<file path="src/rtl/pbu_pkg.sv">
package pbu_pkg;

   typedef enum logic [1:0] {
      BK_COND = 2'd0,
      BK_CALL = 2'd1,
      BK_RET  = 2'd2,
      BK_NOP  = 2'd3
   } br_kind_e;

   localparam int DEF_FSZ_W   = 7;
   localparam int DEF_LOC_W   = 7;
   localparam int DEF_ROT_W   = 4;
   localparam int DEF_BGR_W   = 7;
   localparam int DEF_BFR_W   = 7;
   localparam int DEF_BPR_W   = 6;
   localparam int DEF_EC_W    = 6;
   localparam int DEF_PL_W    = 2;
   localparam int DEF_ADDR_W  = 64;
   localparam int DEF_LSEL_W  = 3;
   localparam int DEF_STEP    = 16;

endpackage

</file>
<file path="src/rtl/pbu_frame_calc.sv">
module pbu_frame_calc #(
   parameter int FSZ_W    = pbu_pkg::DEF_FSZ_W,
   parameter int LOC_W    = pbu_pkg::DEF_LOC_W,
   parameter int ROT_W    = pbu_pkg::DEF_ROT_W,
   parameter int BGR_W    = pbu_pkg::DEF_BGR_W,
   parameter int BFR_W    = pbu_pkg::DEF_BFR_W,
   parameter int BPR_W    = pbu_pkg::DEF_BPR_W,
   parameter bit SATURATE = 1'b1,
   localparam int LOC_LO  = FSZ_W,
   localparam int ROT_LO  = LOC_LO + LOC_W,
   localparam int BGR_LO  = ROT_LO + ROT_W,
   localparam int BFR_LO  = BGR_LO + BGR_W,
   localparam int BPR_LO  = BFR_LO + BFR_W,
   localparam int FRM_W   = BPR_LO + BPR_W
) (
   input  logic [FRM_W-1:0] cur_frame,
   output logic [FRM_W-1:0] callee_frame
);

   if (LOC_W > FSZ_W) begin : g_bad_loc
      $error("pbu_frame_calc: locals field wider than size field");
   end
   if (FSZ_W < 1 || ROT_W < 1) begin : g_bad_w
      $error("pbu_frame_calc: field widths must be positive");
   end

   logic [FSZ_W-1:0] old_size;
   logic [FSZ_W-1:0] old_loc;
   logic [FSZ_W-1:0] out_size;
   logic             loc_over;

   assign old_size = cur_frame[FSZ_W-1:0];
   assign old_loc  = FSZ_W'(cur_frame[LOC_LO +: LOC_W]);
   assign loc_over = old_loc > old_size;

   if (SATURATE) begin : g_sat
      assign out_size = loc_over ? '0 : (old_size - old_loc);
   end else begin : g_wrap
      assign out_size = old_size - old_loc;
   end

   always_comb begin
      callee_frame                   = '0;
      callee_frame[FSZ_W-1:0]        = out_size;
      callee_frame[LOC_LO +: LOC_W]  = '0;
      callee_frame[ROT_LO +: ROT_W]  = '0;
      callee_frame[BGR_LO +: BGR_W]  = '0;
      callee_frame[BFR_LO +: BFR_W]  = '0;
      callee_frame[BPR_LO +: BPR_W]  = '0;
   end

endmodule

</file>
<file path="src/rtl/pbu_priv_resolve.sv">
module pbu_priv_resolve #(
   parameter int PL_W = pbu_pkg::DEF_PL_W
) (
   input  logic [PL_W-1:0] cur_pl,
   input  logic [PL_W-1:0] saved_pl,
   input  logic            trap_en,
   output logic [PL_W-1:0] ret_pl,
   output logic            ret_trap
);

   if (PL_W < 1) begin : g_bad_pl
      $error("pbu_priv_resolve: privilege width must be positive");
   end

   logic drops;

   assign drops    = saved_pl > cur_pl;
   assign ret_pl   = drops ? saved_pl : cur_pl;
   assign ret_trap = drops & trap_en;

endmodule

</file>
<file path="src/rtl/pbu_link_gen.sv">
module pbu_link_gen #(
   parameter int ADDR_W = pbu_pkg::DEF_ADDR_W,
   parameter int STEP   = pbu_pkg::DEF_STEP,
   localparam int SH    = $clog2(STEP),
   localparam bit POW2  = (STEP > 0) && ((STEP & (STEP - 1)) == 0)
) (
   input  logic [ADDR_W-1:0] bundle_addr,
   output logic [ADDR_W-1:0] link_addr
);

   if (STEP < 1) begin : g_bad_step
      $error("pbu_link_gen: step must be positive");
   end
   if (SH >= ADDR_W) begin : g_bad_sh
      $error("pbu_link_gen: step does not fit the address width");
   end

   if (POW2 && SH > 0) begin : g_split
      logic [ADDR_W-SH-1:0] upper_inc;
      assign upper_inc = bundle_addr[ADDR_W-1:SH] + 1'b1;
      assign link_addr = {upper_inc, bundle_addr[SH-1:0]};
   end else begin : g_full
      assign link_addr = bundle_addr + ADDR_W'(STEP);
   end

endmodule

</file>
<file path="src/rtl/pred_branch_unit.sv">
module pred_branch_unit #(
   parameter int FSZ_W     = pbu_pkg::DEF_FSZ_W,
   parameter int LOC_W     = pbu_pkg::DEF_LOC_W,
   parameter int ROT_W     = pbu_pkg::DEF_ROT_W,
   parameter int BGR_W     = pbu_pkg::DEF_BGR_W,
   parameter int BFR_W     = pbu_pkg::DEF_BFR_W,
   parameter int BPR_W     = pbu_pkg::DEF_BPR_W,
   parameter int EC_W      = pbu_pkg::DEF_EC_W,
   parameter int PL_W      = pbu_pkg::DEF_PL_W,
   parameter int ADDR_W    = pbu_pkg::DEF_ADDR_W,
   parameter int LSEL_W    = pbu_pkg::DEF_LSEL_W,
   parameter int LINK_STEP = pbu_pkg::DEF_STEP,
   parameter bit SATURATE  = 1'b1,
   localparam int FRM_W    = FSZ_W + LOC_W + ROT_W + BGR_W + BFR_W + BPR_W,
   localparam int SAV_W    = PL_W + EC_W + FRM_W
) (
   input  logic              clk,
   input  logic              rst_n,
   input  logic              in_valid,
   input  logic [1:0]        in_kind,
   input  logic              in_pred,
   input  logic [LSEL_W-1:0] in_link_sel,
   input  logic [FRM_W-1:0]  in_frame,
   input  logic [EC_W-1:0]   in_ec,
   input  logic [PL_W-1:0]   in_priv,
   input  logic [SAV_W-1:0]  in_saved,
   input  logic              in_lp_trap_en,
   input  logic [ADDR_W-1:0] in_bundle_addr,
   output logic              out_valid,
   output logic              out_taken,
   output logic [FRM_W-1:0]  out_frame,
   output logic [EC_W-1:0]   out_ec,
   output logic [PL_W-1:0]   out_priv,
   output logic [SAV_W-1:0]  out_saved,
   output logic              out_link_we,
   output logic [LSEL_W-1:0] out_link_sel,
   output logic [ADDR_W-1:0] out_link_data,
   output logic              out_trap
);

   import pbu_pkg::*;

   localparam int SV_EC_LO = FRM_W;
   localparam int SV_PL_LO = FRM_W + EC_W;

   if (EC_W < 1 || LSEL_W < 1) begin : g_bad_top
      $error("pred_branch_unit: epilog and selector widths must be positive");
   end

   // kind decode
   logic is_cond, is_call, is_ret, taken;
   assign is_cond = in_kind == BK_COND;
   assign is_call = in_kind == BK_CALL;
   assign is_ret  = in_kind == BK_RET;
   assign taken   = in_pred & (is_cond | is_call | is_ret);

   // helper datapaths
   logic [FRM_W-1:0]  callee_frame;
   logic [PL_W-1:0]   ret_pl;
   logic              ret_trap;
   logic [ADDR_W-1:0] link_addr;

   pbu_frame_calc #(
      .FSZ_W(FSZ_W), .LOC_W(LOC_W), .ROT_W(ROT_W),
      .BGR_W(BGR_W), .BFR_W(BFR_W), .BPR_W(BPR_W),
      .SATURATE(SATURATE)
   ) u_frame (
      .cur_frame    (in_frame),
      .callee_frame (callee_frame)
   );

   pbu_priv_resolve #(.PL_W(PL_W)) u_priv (
      .cur_pl   (in_priv),
      .saved_pl (in_saved[SV_PL_LO +: PL_W]),
      .trap_en  (in_lp_trap_en),
      .ret_pl   (ret_pl),
      .ret_trap (ret_trap)
   );

   pbu_link_gen #(.ADDR_W(ADDR_W), .STEP(LINK_STEP)) u_link (
      .bundle_addr (in_bundle_addr),
      .link_addr   (link_addr)
   );

   // next state selection
   logic [FRM_W-1:0] nxt_frame;
   logic [EC_W-1:0]  nxt_ec;
   logic [PL_W-1:0]  nxt_priv;
   logic [SAV_W-1:0] nxt_saved;
   logic             nxt_we;
   logic             nxt_trap;

   always_comb begin
      nxt_frame = in_frame;
      nxt_ec    = in_ec;
      nxt_priv  = in_priv;
      nxt_saved = in_saved;
      nxt_we    = 1'b0;
      nxt_trap  = 1'b0;
      if (taken && is_call) begin
         nxt_saved = {in_priv, in_ec, in_frame};
         nxt_frame = callee_frame;
         nxt_we    = 1'b1;
      end else if (taken && is_ret) begin
         nxt_frame = in_saved[FRM_W-1:0];
         nxt_ec    = in_saved[SV_EC_LO +: EC_W];
         nxt_priv  = ret_pl;
         nxt_trap  = ret_trap;
      end
   end

   // result register
   always_ff @(posedge clk) begin
      if (!rst_n) begin
         out_valid     <= 1'b0;
         out_taken     <= 1'b0;
         out_frame     <= '0;
         out_ec        <= '0;
         out_priv      <= '0;
         out_saved     <= '0;
         out_link_we   <= 1'b0;
         out_link_sel  <= '0;
         out_link_data <= '0;
         out_trap      <= 1'b0;
      end else begin
         out_valid <= in_valid;
         if (in_valid) begin
            out_taken     <= taken;
            out_frame     <= nxt_frame;
            out_ec        <= nxt_ec;
            out_priv      <= nxt_priv;
            out_saved     <= nxt_saved;
            out_link_we   <= nxt_we;
            out_link_sel  <= in_link_sel;
            out_link_data <= link_addr;
            out_trap      <= nxt_trap;
         end else begin
            out_link_we   <= 1'b0;
            out_trap      <= 1'b0;
            out_taken     <= 1'b0;
         end
      end
   end

endmodule

</file>
<file path="config.mk">
export PLATFORM = sky130hd
export DESIGN_NAME = pred_branch_unit
export DESIGN_NICKNAME = d
export VERILOG_FILES = /design/src/rtl/pbu_pkg.sv /design/src/rtl/pbu_frame_calc.sv /design/src/rtl/pbu_priv_resolve.sv /design/src/rtl/pbu_link_gen.sv /design/src/rtl/pred_branch_unit.sv
export SDC_FILE = /design/constraint.sdc
export NUM_CORES = 1
export LEC_CHECK = 0
export BUFFER_PORTS_ARGS = -buffer_cell sky130_fd_sc_hd__buf_2
export CORE_MARGIN = 2
export CORE_UTILIZATION = 53
export DETAILED_ROUTE_END_ITERATION = 12
export PLACE_DENSITY = 0.87
export SYNTH_ARGS = -nofsm -noshare
export SYNTH_HDL_FRONTEND = slang
export SYNTH_SLANG_ARGS = --single-unit
</file>
<file path="constraint.sdc">
create_clock -name clk -period 4.51 [get_ports clk]
set_clock_uncertainty 0.15 [all_clocks]
set_input_delay 0.451 -clock clk [delete_from_list [all_inputs] [get_ports clk]]
set_output_delay 0.451 -clock clk [all_outputs]
set_load 0.02 [all_outputs]
</file>
# Yosys cells after proc, flatten, opt, wreduce, memory -nomap -nowiden
# Cells that the tools add are included.
# totals
regBits,163
inputBits,166
out_inout_bits,163
# op_classes
n_addsub,2
magnitude_cmp,2
n_eq_ne,2
n_mux,10
bitwise,7
reduce_logical,5
# ops
op,count
two-way mux 38 bit,2
"adder 60 x 1 -> 60 bit, second input constant",1
two-way mux 46 bit,1
two-way mux 6 bit,2
greater-than comparator 7 bit,1
two-way mux 7 bit,1
subtractor 7 bit,1
two-way mux 2 bit,3
OR reduction 4 bit,1
inverter 1 bit,3
bitwise AND 1 bit,2
"== test 2 x 1 -> 1 bit, second input constant",1
"== test 2 bit, second input constant",1
greater-than comparator 2 bit,1
logical AND 1 bit,2
logical NOT 2 bit,1
bitwise OR 1 bit,2
AND reduction 2 bit,1
two-way mux 1 bit,1

# Longest topological paths before layout
# depth
depth_word,7
mapped_depth,9
ltp_nobuf,9

# Cells and area by module
# A second synthesis with hierarchy kept.
# unflattened
cells_unflattened,1033
hier_area_um2,8879.8
# modules_own_cells
mod,instances,cells_per_inst,area_each_um2,seq_area_each_um2
pred_branch_unit,1,746,6906.6,3263.1
pbu_link_gen,1,195,1297.5,0.0
pbu_frame_calc,1,80,589.3,0.0
pbu_priv_resolve,1,12,86.3,0.0

# Worst setup path after synthesis
# OpenSTA, ideal clock, no wires.
# synth_timing
kind,input to register
startpoint,input in_frame[8]
endpoint,register out_frame[5]
arrival_time_ps,2048
required_ps,4216
slack_ps,2168
cell_stages,7
n_path_buf,0
cell_sequence,inv_1 > ha_1 > nor2b_1 > o31a_1 > o31a_1 > o31ai_1 > o32ai_1
# synth_via
elab_chain_cells,3
elab_cells_between_ends,4
classes_between,add/sub (1); order compare (1); mux (2)
# synth_rtl
element,line,source
start: declaration,pred_branch_unit.sv:23,"input logic [FRM_W-1:0] in_frame,"
subtractor 7 bit or greater-than comparator 7 bit (tied branches),"pbu_frame_calc.sv:37, pbu_frame_calc.sv:34",
two-way mux 7 bit (*),pbu_frame_calc.sv:37,assign out_size = loc_over ? '0 : (old_size - old_loc);
two-way mux 38 bit (*),pred_branch_unit.sv:100,if (taken && is_call) begin
end signal: assignment,pred_branch_unit.sv:129,out_frame <= nxt_frame;
end: declaration,pred_branch_unit.sv:31,"output logic [FRM_W-1:0] out_frame,"
# Every way passes the cells marked *; elsewhere a longest branch is shown, timed or not.
# A chain may end at the register's enable or synchronous reset.

# Worst setup path after layout
# layout_timing
startpoint,input in_bundle_addr[19]
endpoint,register out_link_data[55]
# layout_via
elab_chain_cells,1
# layout_rtl
element,line,source
start: declaration,pred_branch_unit.sv:28,"input logic [ADDR_W-1:0] in_bundle_addr,"
adder 60 x 1 -> 60 bit,pbu_link_gen.sv:20,assign upper_inc = bundle_addr[ADDR_W-1:SH] + 1'b1;
end signal: assignment,pred_branch_unit.sv:135,out_link_data <= link_addr;
end: declaration,pred_branch_unit.sv:37,"output logic [ADDR_W-1:0] out_link_data,"
# Every way passes these cells.

==> flow_metrics.env <==
export IMPL_synth_area_leaders="dfxtp_1 40%, mux2i_1 11%, nor2_1 7.9%, a211oi_1 6.6%, a21oi_1 3.8%"
export IMPL_async_flop_share_pct=0
export IMPL_dpl_cell_area_mm2=0.00976
export IMPL_drive_gt1_share_pct=30.4
export IMPL_fin_area_mm2=0.0103
export IMPL_cts_tree="built"
export IMPL_holdCritPathClass="input port to flop"
export IMPL_gr_total_overflow=0
export IMPL_synth_xor_area_share_pct=3.78
export IMPL_peakVddDrop_mv=0.230
export IMPL_crit_start="in_bundle_addr[19]"
export IMPL_synth_compound_area_share_pct=18.4
export IMPL_area_growth_pct=27.4
export IMPL_drc=0
export IMPL_synth_fp_nets=1138
export IMPL_seq_area_frac_synth_pct=40.2
export IMPL_yosys_area_share_simple_pct=19.1
export IMPL_cp_top_family="simple AND/OR/NAND/NOR gates"
export IMPL_cp_end_kind="flop"
export IMPL_finalCritPeriodShare_pct=57.9
export IMPL_antenna_found_initial=1
export IMPL_post_cts_buffers=0
export IMPL_synth_top_area_share_pct=40.2
export IMPL_htreeDepth=4
export IMPL_cpPeakStageDelay_ns=0.57
export IMPL_cp_num_buf_inv=1
export IMPL_drt_pass1_iter_count=5
export IMPL_grt_util_all_layers_pct=28.3
export IMPL_synth_main_ff_cell="dfxtp_1"
export IMPL_yosysUniqueCellTypes=52
export IMPL_fin_tns_setup_ns=0
export IMPL_clk_latency_ns=0.42
export IMPL_first_global_vias=7716
export IMPL_start_kind="input port"
export IMPL_routabilityCongestion=0.873
export IMPL_multi_input_area_mm2=0.00442
export IMPL_tightestPinTransition_ns=0.922
export IMPL_design_power_total_w=0.00372
export IMPL_min_path_cells=2
export IMPL_die_h_um=128
export IMPL_ctsResizeCount=0
export IMPL_viasPerCell=5.82
export IMPL_crit_end="out_link_data[55]"
export IMPL_cts_hold_buffers=0
export IMPL_cts_buffer_depth=2
export IMPL_path_clk_slew_ns=0.07
export IMPL_synth_largest_area_cell="dfxtp_1"
export IMPL_fillerInstances=1222
export IMPL_cp_common_cell="and4_1"
export IMPL_syn_cell_area_mm2=0.00812
export IMPL_path_cells="buf_2 > and4_1 > and4_1 > nand3_1 > or4_1 > a311oi_1"
export IMPL_coreArea_mm2=0.0151
export IMPL_cts_made_buffers=17
export IMPL_die_x_um=128
export IMPL_avgRoutedWirePerCell_um=16.9
export IMPL_dp_slack_ns=1.52
export IMPL_cp_num_cells=6
export IMPL_setup_viol=0
export IMPL_synthAdderAreaFrac_pct=1.94
export IMPL_yosysMostFrequentCell="nor2_1"
export IMPL_final_min_clock_period_ns=2.61
export IMPL_ff2ff_path_depth=2
export IMPL_critical_path_class="input port to flop"
export IMPL_clkSinkCount=163
export IMPL_drt_iter0_drc=570
export IMPL_finalNetCount=1423
export IMPL_synthCells=960
export IMPL_synth_edf_count=0
export IMPL_max_cap_viol_count=0
export IMPL_wirelength_um=24400
export IMPL_ant_nets=0
export IMPL_relSlewSlack_pct=38.0
export IMPL_seqCellArea_mm2=0.00326
export IMPL_worstPathMaxFanout=18
export IMPL_via_count=8420
export IMPL_cpMaxStageDelayCell="or4_1"
export IMPL_timing_rr_start="out_ec[3]"
export IMPL_fmaxAchievable_ghz=0.383
export IMPL_synth_seq_cells=163
export IMPL_grt_max_degree=90
export IMPL_synth_area_per_cell_um2=8.46
export IMPL_whs_ns=0.0993
export IMPL_arrival_ns=2.80
export IMPL_synth_top_family_by_area="simple AND/OR/NAND/NOR gates"
export IMPL_worstReg2RegEnd="out_ec[3]"
export IMPL_required_ns=4.69
export IMPL_hpwl_um=17500
export IMPL_synth_common_cells="170 x nor2_1, 163 x dfxtp_1, 91 x mux2i_1"
export IMPL_grt_pass1_wl_um=37400
export IMPL_power_density_mw_per_mm2=359
export IMPL_setup_ws_ns=1.90
export IMPL_start_util_pct=53.8
export IMPL_port_buffers=328
export IMPL_rsz0062_at_grt="false"
export IMPL_yosys_warnings=0
export IMPL_synthMuxAreaShare_pct=11.2
export IMPL_root_buffer="clkbuf_16"
export IMPL_ios=329
export IMPL_die_area_mm2=0.0163
export IMPL_outcome="finished, final reports clean"
export IMPL_total_leakage_power_nw=5.13
export IMPL_reg2reg_slack_ns=3.60
export IMPL_final_max_slew_viol_count=0
export IMPL_placement_rows=45
export IMPL_finalHoldViolCount=0
-- layer usage --
metal	global-route usage (%)	wire (µm)	vias up
met5	0	0	-
met4	14.5	1060	0
met3	7.18	1720	79
met2	46.7	11600	347
met1	34.3	10000	3945
li1	-	-	4049
-- worst min path at each step --
stage	from	to	slack, ns
global route	in_lp_trap_en	out_trap	0.09
detailed placement	out_link_data[33]	out_link_data[33]	0.32
finish	in_bundle_addr[4]	out_link_data[4]	0.1
global placement	out_link_data[33]	out_link_data[33]	0.30
CTS	in_bundle_addr[4]	out_link_data[4]	0.08
floorplan	out_link_data[33]	out_link_data[33]	0.39
-- cell families after synthesis --
kind of cell / after synthesis
AOI/OAI and AO/OA: 238
adders and majority gates: 12
buffers and inverters: 100
and+or+nand+nor: 321
xor gates and xnor gates: 35
muxes: 91
DFF: 163
-- sequential cells by signal, indices dropped and copies added (netlist names) --
| register | flops |
|---|---|
| out_priv | 2 |
| out_frame | 38 |
| out_link_sel | 3 |
| out_taken | 1 |
| out_link_data | 64 |
| out_valid | 1 |
| out_trap | 1 |
| out_ec | 6 |
| out_saved | 46 |
| out_link_we | 1 |
-- cell usage in the layout, fill, tap and decap left out, types with 11 or more instances in the layout --
cell type / count
a211oi_1: 71
a21oi_1: 62
a31oi_1: 16
buf_2: 327
buf_4: 13
clkbuf_16: 17
dfxtp_1: 163
ha_1: 11
inv_1: 24
mux2i_1: 91
nand2_1: 26
nand3_1: 30
nand4_1: 21
nor2_1: 170
o21ai_0: 51
o31ai_1: 12
or4_1: 13
xnor2_1: 11
xor2_1: 24
-- power breakdown --
part | internal [W] | switching, W
Clock | 0.000820 | 0.000616
Combinational | 0.000258 | 0.000435
Sequential | 0.00154 | 0.0000483
Total | 0.00262 | 0.00110
-- per-stage QoR --
stage,cells,util (%)
floorplan,960,-
global placement,1414,64.7
detailed placement,1414,64.7
CTS,1446,68.5
global route,1447,68.6
finish,1447,68.6
-- final cells by class --
cell class	count	share of cell area [%]
Antenna cell	1	0.0242
Clock buffer	17	4.11
Clock inverter	15	1.50
Inverter	25	0.919
Multi-Input combinational cell	697	42.8
Sequential cell	163	31.5
Tap cell	188	2.27
Timing Repair Buffer	341	16.9
No activity file was read; power rests on OpenSTA's default activity.
